$ cat config.mk
export PLATFORM = sky130hd
export DESIGN_NAME = io_cycle_seq
export DESIGN_NICKNAME = d
export VERILOG_FILES = /design/src/rtl/io_seq_pkg.sv /design/src/rtl/io_seq_fsm.sv /design/src/rtl/io_seq_regs.sv /design/src/rtl/io_seq_bus.sv /design/src/rtl/io_seq_strobe.sv /design/src/rtl/io_cycle_seq.sv
export SDC_FILE = /design/constraint.sdc
export NUM_CORES = 1
export LEC_CHECK = 0
export BUFFER_PORTS_ARGS = -buffer_cell sky130_fd_sc_hd__clkbuf_2
export CAP_MARGIN = 20
export CORE_ASPECT_RATIO = 0.7
export CORE_UTILIZATION = 40
export DETAILED_ROUTE_END_ITERATION = 8
export SETUP_SLACK_MARGIN = 0.15
export SLEW_MARGIN = 20
export SYNTH_ARGS = -nofsm -noshare
export SYNTH_HDL_FRONTEND = slang
export SYNTH_SLANG_ARGS = --single-unit
$ cat constraint.sdc
create_clock -name clk -period 2.6 [get_ports clk]
set_input_delay 0.13 -clock clk [delete_from_list [all_inputs] [get_ports clk]]
set_output_delay 0.13 -clock clk [all_outputs]
set_load 0.02 [all_outputs]
$ cat src/rtl/io_seq_pkg.sv
package io_seq_pkg;

    localparam int DW = 8;
    localparam int AW = 2 * DW;
    localparam int TW = 2;

    localparam logic [DW-1:0] OPC_PORT_OUT = 8'hD3;
    localparam logic [DW-1:0] OPC_PORT_IN  = 8'hDB;
    localparam logic [DW-1:0] OPC_STORE    = 8'h32;
    localparam logic [DW-1:0] OPC_LOAD     = 8'h3A;

    localparam logic [TW-1:0] T_SAMPLE     = TW'(2);
    localparam logic [TW-1:0] T_END_FETCH  = TW'(3);
    localparam logic [TW-1:0] T_END_RW     = TW'(2);

    typedef enum logic [1:0] {
        XF_PORT_OUT,
        XF_PORT_IN,
        XF_STORE,
        XF_LOAD
    } xfer_e;

    typedef enum logic [2:0] {
        MC_IDLE,
        MC_FETCH,
        MC_ARG1,
        MC_ARG2,
        MC_XFER
    } mcyc_e;

    typedef struct packed {
        logic  valid;
        xfer_e kind;
    } op_info_t;

    typedef struct packed {
        logic ale;
        logic io_m;
        logic rd_n;
        logic wr_n;
        logic ad_oe;
    } bus_ctl_t;

    function automatic op_info_t decode_op(input logic [DW-1:0] op);
        op_info_t r;
        r.valid = 1'b1;
        r.kind  = XF_PORT_OUT;
        case (op)
            OPC_PORT_OUT: r.kind = XF_PORT_OUT;
            OPC_PORT_IN:  r.kind = XF_PORT_IN;
            OPC_STORE:    r.kind = XF_STORE;
            OPC_LOAD:     r.kind = XF_LOAD;
            default:      r.valid = 1'b0;
        endcase
        return r;
    endfunction

    function automatic logic is_port(input xfer_e k);
        return (k == XF_PORT_OUT) || (k == XF_PORT_IN);
    endfunction

    function automatic logic is_write(input xfer_e k);
        return (k == XF_PORT_OUT) || (k == XF_STORE);
    endfunction

endpackage

$ cat src/rtl/io_seq_fsm.sv
module io_seq_fsm
    import io_seq_pkg::*;
(
    input  logic          clk,
    input  logic          rst,
    input  logic          start,
    input  op_info_t      info,
    output mcyc_e         mc,
    output logic [TW-1:0] tst,
    output logic          accept,
    output logic          done
);

    mcyc_e         mc_n;
    logic [TW-1:0] t_n;
    logic          at_end;

    assign accept = start && (mc == MC_IDLE);
    assign at_end = (mc == MC_FETCH) ? (tst == T_END_FETCH) : (tst == T_END_RW);
    assign done   = (mc != MC_IDLE) && at_end &&
                    ((mc == MC_XFER) || ((mc == MC_FETCH) && !info.valid));

    always_comb begin
        mc_n = mc;
        t_n  = tst + TW'(1);
        if (mc == MC_IDLE) begin
            t_n = '0;
            if (start) mc_n = MC_FETCH;
        end else if (at_end) begin
            t_n = '0;
            case (mc)
                MC_FETCH: mc_n = info.valid ? MC_ARG1 : MC_IDLE;
                MC_ARG1:  mc_n = is_port(info.kind) ? MC_XFER : MC_ARG2;
                MC_ARG2:  mc_n = MC_XFER;
                default:  mc_n = MC_IDLE;
            endcase
        end
    end

    always_ff @(posedge clk) begin
        if (rst) begin
            mc  <= MC_IDLE;
            tst <= '0;
        end else begin
            mc  <= mc_n;
            tst <= t_n;
        end
    end

    AST_START_FETCH: assert property (@(posedge clk) disable iff (rst)
        accept |=> (mc == MC_FETCH) && (tst == '0));

    AST_FETCH_FROM_IDLE: assert property (@(posedge clk) disable iff (rst)
        ((mc == MC_FETCH) && (tst == '0)) |-> ($past(mc) == MC_IDLE));

    AST_DONE_SINGLE: assert property (@(posedge clk) disable iff (rst)
        done |=> !done);

endmodule

$ cat src/rtl/io_seq_regs.sv
module io_seq_regs
    import io_seq_pkg::*;
#(
    parameter logic [AW-1:0] RESET_PC = 16'h2000
)(
    input  logic          clk,
    input  logic          rst,
    input  logic          accept,
    input  mcyc_e         mc,
    input  logic [TW-1:0] tst,
    input  logic [DW-1:0] ad_in,
    output op_info_t      info,
    output logic [AW-1:0] pc,
    output logic [DW-1:0] arg1,
    output logic [DW-1:0] arg2,
    output logic [DW-1:0] acc,
    output logic          err
);

    logic [DW-1:0] opcode;
    logic          sample;

    assign info   = decode_op(opcode);
    assign sample = (tst == T_SAMPLE);

    always_ff @(posedge clk) begin
        if (rst) begin
            pc     <= RESET_PC;
            opcode <= '0;
            arg1   <= '0;
            arg2   <= '0;
            acc    <= '0;
            err    <= 1'b0;
        end else begin
            if (accept) err <= 1'b0;
            case (mc)
                MC_FETCH: begin
                    if (sample) begin
                        opcode <= ad_in;
                        pc     <= pc + AW'(1);
                    end else if ((tst == T_END_FETCH) && !info.valid) begin
                        err <= 1'b1;
                    end
                end
                MC_ARG1: if (sample) begin
                    arg1 <= ad_in;
                    pc   <= pc + AW'(1);
                end
                MC_ARG2: if (sample) begin
                    arg2 <= ad_in;
                    pc   <= pc + AW'(1);
                end
                MC_XFER: if (sample && !is_write(info.kind)) begin
                    acc <= ad_in;
                end
                default: ;
            endcase
        end
    end

    AST_PC_STEP: assert property (@(posedge clk) disable iff (rst)
        (pc != $past(pc)) |-> (pc == $past(pc) + AW'(1)));

    AST_ACC_FROM_XFER: assert property (@(posedge clk) disable iff (rst)
        (acc != $past(acc)) |-> ($past(mc) == MC_XFER));

    AST_ERR_AFTER_FETCH: assert property (@(posedge clk) disable iff (rst)
        $rose(err) |-> ($past(mc) == MC_FETCH));

endmodule

$ cat src/rtl/io_seq_bus.sv
module io_seq_bus
    import io_seq_pkg::*;
(
    input  logic          clk,
    input  logic          rst,
    input  mcyc_e         mc,
    input  logic [TW-1:0] tst,
    input  xfer_e         kind,
    input  logic [AW-1:0] pc,
    input  logic [DW-1:0] arg1,
    input  logic [DW-1:0] arg2,
    input  logic [DW-1:0] acc,
    output logic [DW-1:0] addr_hi,
    output logic [DW-1:0] ad_out,
    output bus_ctl_t      ctl
);

    logic [AW-1:0] addr;
    logic          in_xfer;
    logic          write_cyc;

    assign in_xfer   = (mc == MC_XFER);
    assign write_cyc = in_xfer && is_write(kind);

    always_comb begin
        addr = pc;
        if (in_xfer) addr = is_port(kind) ? {arg1, arg1} : {arg2, arg1};
    end

    always_comb begin
        ctl      = '{ale: 1'b0, io_m: 1'b0, rd_n: 1'b1, wr_n: 1'b1, ad_oe: 1'b0};
        ad_out   = addr[DW-1:0];
        addr_hi  = addr[AW-1:DW];
        ctl.io_m = in_xfer && is_port(kind);
        if (mc != MC_IDLE) begin
            if (tst == '0) begin
                ctl.ale   = 1'b1;
                ctl.ad_oe = 1'b1;
            end else if (tst != T_END_FETCH) begin
                if (write_cyc) begin
                    ctl.wr_n  = 1'b0;
                    ctl.ad_oe = 1'b1;
                    ad_out    = acc;
                end else begin
                    ctl.rd_n  = 1'b0;
                end
            end
        end
    end

    AST_IOM_RISE_AT_T1: assert property (@(posedge clk) disable iff (rst)
        $rose(ctl.io_m) |-> ctl.ale);

    AST_IOM_FALL_AT_END: assert property (@(posedge clk) disable iff (rst)
        $fell(ctl.io_m) |-> (ctl.ale || (mc == MC_IDLE)));

    AST_WR_DATA_HELD: assert property (@(posedge clk) disable iff (rst)
        (!ctl.wr_n && $past(!ctl.wr_n)) |-> ($stable(ad_out) && ctl.ad_oe));

endmodule

$ cat src/rtl/io_seq_strobe.sv
module io_seq_strobe (
    input  logic clk,
    input  logic rst,
    input  logic io_m,
    input  logic rd_n,
    input  logic wr_n,
    output logic memr_n,
    output logic memw_n,
    output logic ior_n,
    output logic iow_n
);

    assign memr_n = io_m  | rd_n;
    assign memw_n = io_m  | wr_n;
    assign ior_n  = !io_m | rd_n;
    assign iow_n  = !io_m | wr_n;

    AST_ONE_STROBE: assert property (@(posedge clk) disable iff (rst)
        $onehot0({!memr_n, !memw_n, !ior_n, !iow_n}));

endmodule

$ cat src/rtl/io_cycle_seq.sv
module io_cycle_seq
    import io_seq_pkg::*;
#(
    parameter logic [AW-1:0] RESET_PC = 16'h2000
)(
    input  logic          clk,
    input  logic          rst,
    input  logic          start,
    input  logic [DW-1:0] ad_in,
    output logic [DW-1:0] addr_hi,
    output logic [DW-1:0] ad_out,
    output logic          ad_oe,
    output logic          ale,
    output logic          io_m,
    output logic          rd_n,
    output logic          wr_n,
    output logic          memr_n,
    output logic          memw_n,
    output logic          ior_n,
    output logic          iow_n,
    output logic          done,
    output logic          err,
    output logic [DW-1:0] acc
);

    mcyc_e         mc;
    logic [TW-1:0] tst;
    logic          accept;
    op_info_t      info;
    logic [AW-1:0] pc;
    logic [DW-1:0] arg1;
    logic [DW-1:0] arg2;
    bus_ctl_t      ctl;

    io_seq_fsm u_fsm (
        .clk    (clk),
        .rst    (rst),
        .start  (start),
        .info   (info),
        .mc     (mc),
        .tst    (tst),
        .accept (accept),
        .done   (done)
    );

    io_seq_regs #(.RESET_PC(RESET_PC)) u_regs (
        .clk    (clk),
        .rst    (rst),
        .accept (accept),
        .mc     (mc),
        .tst    (tst),
        .ad_in  (ad_in),
        .info   (info),
        .pc     (pc),
        .arg1   (arg1),
        .arg2   (arg2),
        .acc    (acc),
        .err    (err)
    );

    io_seq_bus u_bus (
        .clk     (clk),
        .rst     (rst),
        .mc      (mc),
        .tst     (tst),
        .kind    (info.kind),
        .pc      (pc),
        .arg1    (arg1),
        .arg2    (arg2),
        .acc     (acc),
        .addr_hi (addr_hi),
        .ad_out  (ad_out),
        .ctl     (ctl)
    );

    assign ale   = ctl.ale;
    assign io_m  = ctl.io_m;
    assign rd_n  = ctl.rd_n;
    assign wr_n  = ctl.wr_n;
    assign ad_oe = ctl.ad_oe;

    io_seq_strobe u_strobe (
        .clk    (clk),
        .rst    (rst),
        .io_m   (ctl.io_m),
        .rd_n   (ctl.rd_n),
        .wr_n   (ctl.wr_n),
        .memr_n (memr_n),
        .memw_n (memw_n),
        .ior_n  (ior_n),
        .iow_n  (iow_n)
    );

endmodule

==> flow_summary_export.csv <==
group,metric,value,unit
worst_setup_path,cp_cell_sequence,"nor3b_4, buf_4, mux2_2, mux2_2, clkbuf_2",
cts,clk_path_buf_depth,2,
cts,clock-sinks,54,
placement,gp_congestion,0.844,
status,status,"finished, final reports clean",
yosys,synth_common_cells,"dfxtp_1 (54), nand2_1 (42), nor2_1 (40)",
yosys,synth-compound-area-share,11.7,%
worst_setup_path,slowest_stage,"dfxtp_1",
floorplanning,start_util,42.9,%
floorplanning,rows,24,
final_layout,fillers,644,
yosys,syn_area,2760,µm²
yosys,synth_edf_count,0,
timing,finalCritPeriodShare,87.9,%
power,power_density,461,nW/µm²
yosys,syn_nets,337,
worst_setup_path,start_kind,"register",
yosys,yosysUniqueCellTypes,46,
min_path,hold_path_depth,3,
timing,timing.fmax,438,MHz
routing,wire_per_inst,15.1,µm
routing,wl,6840,µm
final_layout,layout.nets,376,
routing,vias,2338,
worst_setup_path,cp_max_fo,11,
placement,io_buffers,45,
yosys,muxShareOfSynthArea,15.3,%
placement,hpwl,5020,µm
routing,firstDrtPassIters,5,
routing,postRouteAntennaNets,0,
worst_setup_path,end_kind,"output port",
power,ir_drop,0.224,mV
floorplanning,io_pins,46,
yosys,ys_warn_count,0,
final_layout,drive_above_1_share,22.1,%
yosys,yosysSeqAreaShare,39.2,%
job,maxCapViolations,0,
timing,finalHoldViolCount,0,
yosys,ys.flop_type,"dfxtp_1",
worst_setup_path,rrSetupSlack,0.47,ns
yosys,synth_most_common_cell,"dfxtp_1",
yosys,syn_avg_cell_area,8.56,µm²
final_layout,n_antenna_cell,0,
timing,rsz0062_at_grt,"false",
cts,cts-htree-levels,2,
timing,setup_tns,0,ns
worst_setup_path,critical_path_class,"reg2out",
timing,drv_slew,0,
cts,cts_tree,"yes",
final_layout,areaGrowthSynthToFinish,15.2,%
timing,setup_viol,0,
min_path,min_from,"ad_in[1]",
min_path,hold_path.class,"in2reg",
floorplanning,core,6430,µm²
cts,clk_pin_slew,0.10,ns
worst_setup_path,crit_arrival,2.15,ns
routing,drtIter0Drc,94,
timing,timing.slew.headroom,60.1,%
cts,post-cts-setup-buffer-count,0,
cts,insertion_delay,0.30,ns
worst_setup_path,critPathBufInv,2,
worst_setup_path,slowest_delay,0.49,ns
grt,overflow,0,
yosys,synth_top_cell_by_area,"dfxtp_1",
worst_setup_path,worstReg2RegStart,"u_fsm.tst[0]$_SDFF_PP0_",
routing,drc_errors,0,
timing,post-route-min-period,2.28,ns
yosys,synth-xor-area-share,2.86,%
min_path,worstHoldEndpoint,"u_regs.opcode[1]$_SDFFE_PP0P_",
grt,grt_max_degree,30,
timing,clock_skew,0.00609,ns
yosys,synthArstFlopShare,0,%
worst_setup_path,rr_worst_depth,6,
cts,root_buffer,"clkbuf_8",
yosys,synth_top_family_by_area,"simple AND/OR/NAND/NOR gates",
yosys,yosys.area_share.adder,1.82,%
floorplanning,dieWidth,101,µm
cts,cts_buffers,5,
grt,grt_pass1_vias,2142,
yosys,netlist_instances,322,
worst_setup_path,critPathMostFrequentCell,"mux2_2",
placement,dp_slack,0.463,ns
worst_setup_path,path_delay_family,"multiplexers",
worst_setup_path,critical_path_required,2.47,ns
yosys,synth_top_area_share,39.2,%
grt,grt_usage,20.6,%
grt,antenna_found_initial,0,
grt,grt_pass1_wl,11400,µm
worst_setup_path,regToRegEndpoint,"u_regs.pc[15]$_SDFFE_PP0P_",
floorplanning,dieArea,7230,µm²
routing,avgViaCountPerCell,5.16,
timing,tightestPinTransition,0.599,ns
timing,final.setup.worst_slack,0.316,ns
yosys,synth_area_leaders,"dfxtp_1 (39%), mux2i_1 (8.7%), mux2_2 (6.5%)",
floorplanning,die_y,71.4,µm
power,p_leak,0.00129,µW
yosys,synth_seq_cells,54,
yosys,synthSimpleGateAreaFrac,25.3,%
-- how the worst max path moves through the flow --
| stage | startpoint | endpoint | slack (ns) | cells after the start |
|---|---|---|---|---|
| final | u_fsm.mc[2]$_SDFFE_PP0P_ | ad_out[7] | 0.32 | 5 |
| after global routing | u_fsm.mc[0]$_SDFFE_PP0P_ | ad_out[4] | 0.18 | 5 |
| after CTS | u_fsm.mc[0]$_SDFFE_PP0P_ | ad_out[6] | 0.20 | 5 |
| after detailed placement | u_fsm.tst[0]$_SDFF_PP0_ | u_regs.pc[15]$_SDFFE_PP0P_ | 0.46 | 6 |
| after global placement | u_fsm.mc[0]$_SDFFE_PP0P_ | ad_out[6] | 0.53 | 5 |
| after floorplan | u_fsm.mc[1]$_SDFFE_PP0P_ | addr_hi[5] | 0.73 | 7 |
-- flip-flops by register name, indices dropped and copies added, names as in the netlist --
name / count
u_fsm.mc: 3
u_fsm.tst: 2
u_regs.acc: 8
u_regs.arg1: 8
u_regs.arg2: 8
u_regs.err: 1
u_regs.opcode: 8
u_regs.pc: 16
-- tightest hold or removal path: cells and delay by family --
family	cells	cell delay (ns)
buffers and inverters	1	0.11
AO/OA/AOI/OAI	1	0.05
AND/OR/NAND/NOR	1	0.06
-- per-stage QoR --
| step | std cells | cell area [µm²] | utilization [%] | hold WS (ns) | power (µW) |
|---|---|---|---|---|---|
| 2_1_floorplan | 322 | 2760 | - | 0.266 | 893 |
| 3_3_place_gp | 445 | 3060 | 47.6 | 0.415 | 922 |
| 3_5_place_dp | 445 | 3060 | 47.6 | 0.416 | 923 |
| 4_1_cts | 453 | 3160 | 49.2 | 0.0927 | 1470 |
| 5_1_grt | 453 | 3170 | 49.4 | 0.0924 | 1520 |
| 6_report | 453 | 3170 | 49.4 | 0.0944 | 1460 |
-- cells in the final DEF (no fill, tap or decap), types with 6 or more instances in the layout --
cell type / synthesis / routed
mux2i_1: 24 / 24
clkbuf_2: 0 / 45
mux2_2: 16 / 16
nand2_1: 42 / 42
nand2b_1: 6 / 6
or3_1: 6 / 6
a21oi_1: 33 / 33
nor2_1: 40 / 40
xor2_1: 6 / 6
inv_1: 7 / 7
nand3_1: 10 / 10
dfxtp_1: 54 / 54
o21ai_0: 8 / 8
-- power by group --
| part | leakage, µW | internal, µW | total, µW | switching (µW) |
|---|---|---|---|---|
| Clock | 0.0000524 | 289 | 560 | 272 |
| Sequential | 0.000435 | 830 | 836 | 6.22 |
| Combinational | 0.000800 | 20.1 | 67.4 | 47.3 |
-- metal layers --
metal	track usage [%]	share of wire (%)	vias to the layer above
met4	3.38	0.42	0
met1	31.1	53	1085
met2	31.1	42	56
met3	3.61	5.2	2
li1	-	-	1195
met5	0	0	-
-- area by class of cell --
type / count / area (µm²) / share of cell area (%)
repair buffers: 50 / 263 / 8.28
flip-flops and latches: 54 / 1080 / 34.1
multi-input cells: 243 / 1580 / 49.9
clock inverters: 1 / 30.0 / 0.946
clock buffers: 7 / 76.3 / 2.40
well taps: 91 / 114 / 3.59
inverters: 7 / 26.3 / 0.828
-- cell families (layout without fill, tap and decap cells) --
family,after synthesis,count (layout)
adder cells (fa/ha/maj),4,4
AO/OA/AOI/OAI,52,52
flip-flops,54,54
multiplexers,40,40
AND/OR/NAND/NOR,138,138
buffers and inverters,25,65
XOR/XNOR,9,9
-- repair_timing --
item,CTS,global route
resized for setup,0,2
endpoints found under the setup margin,0,8
hold buffers,0,0
Note: power is estimated with default switching activity, not from simulation.
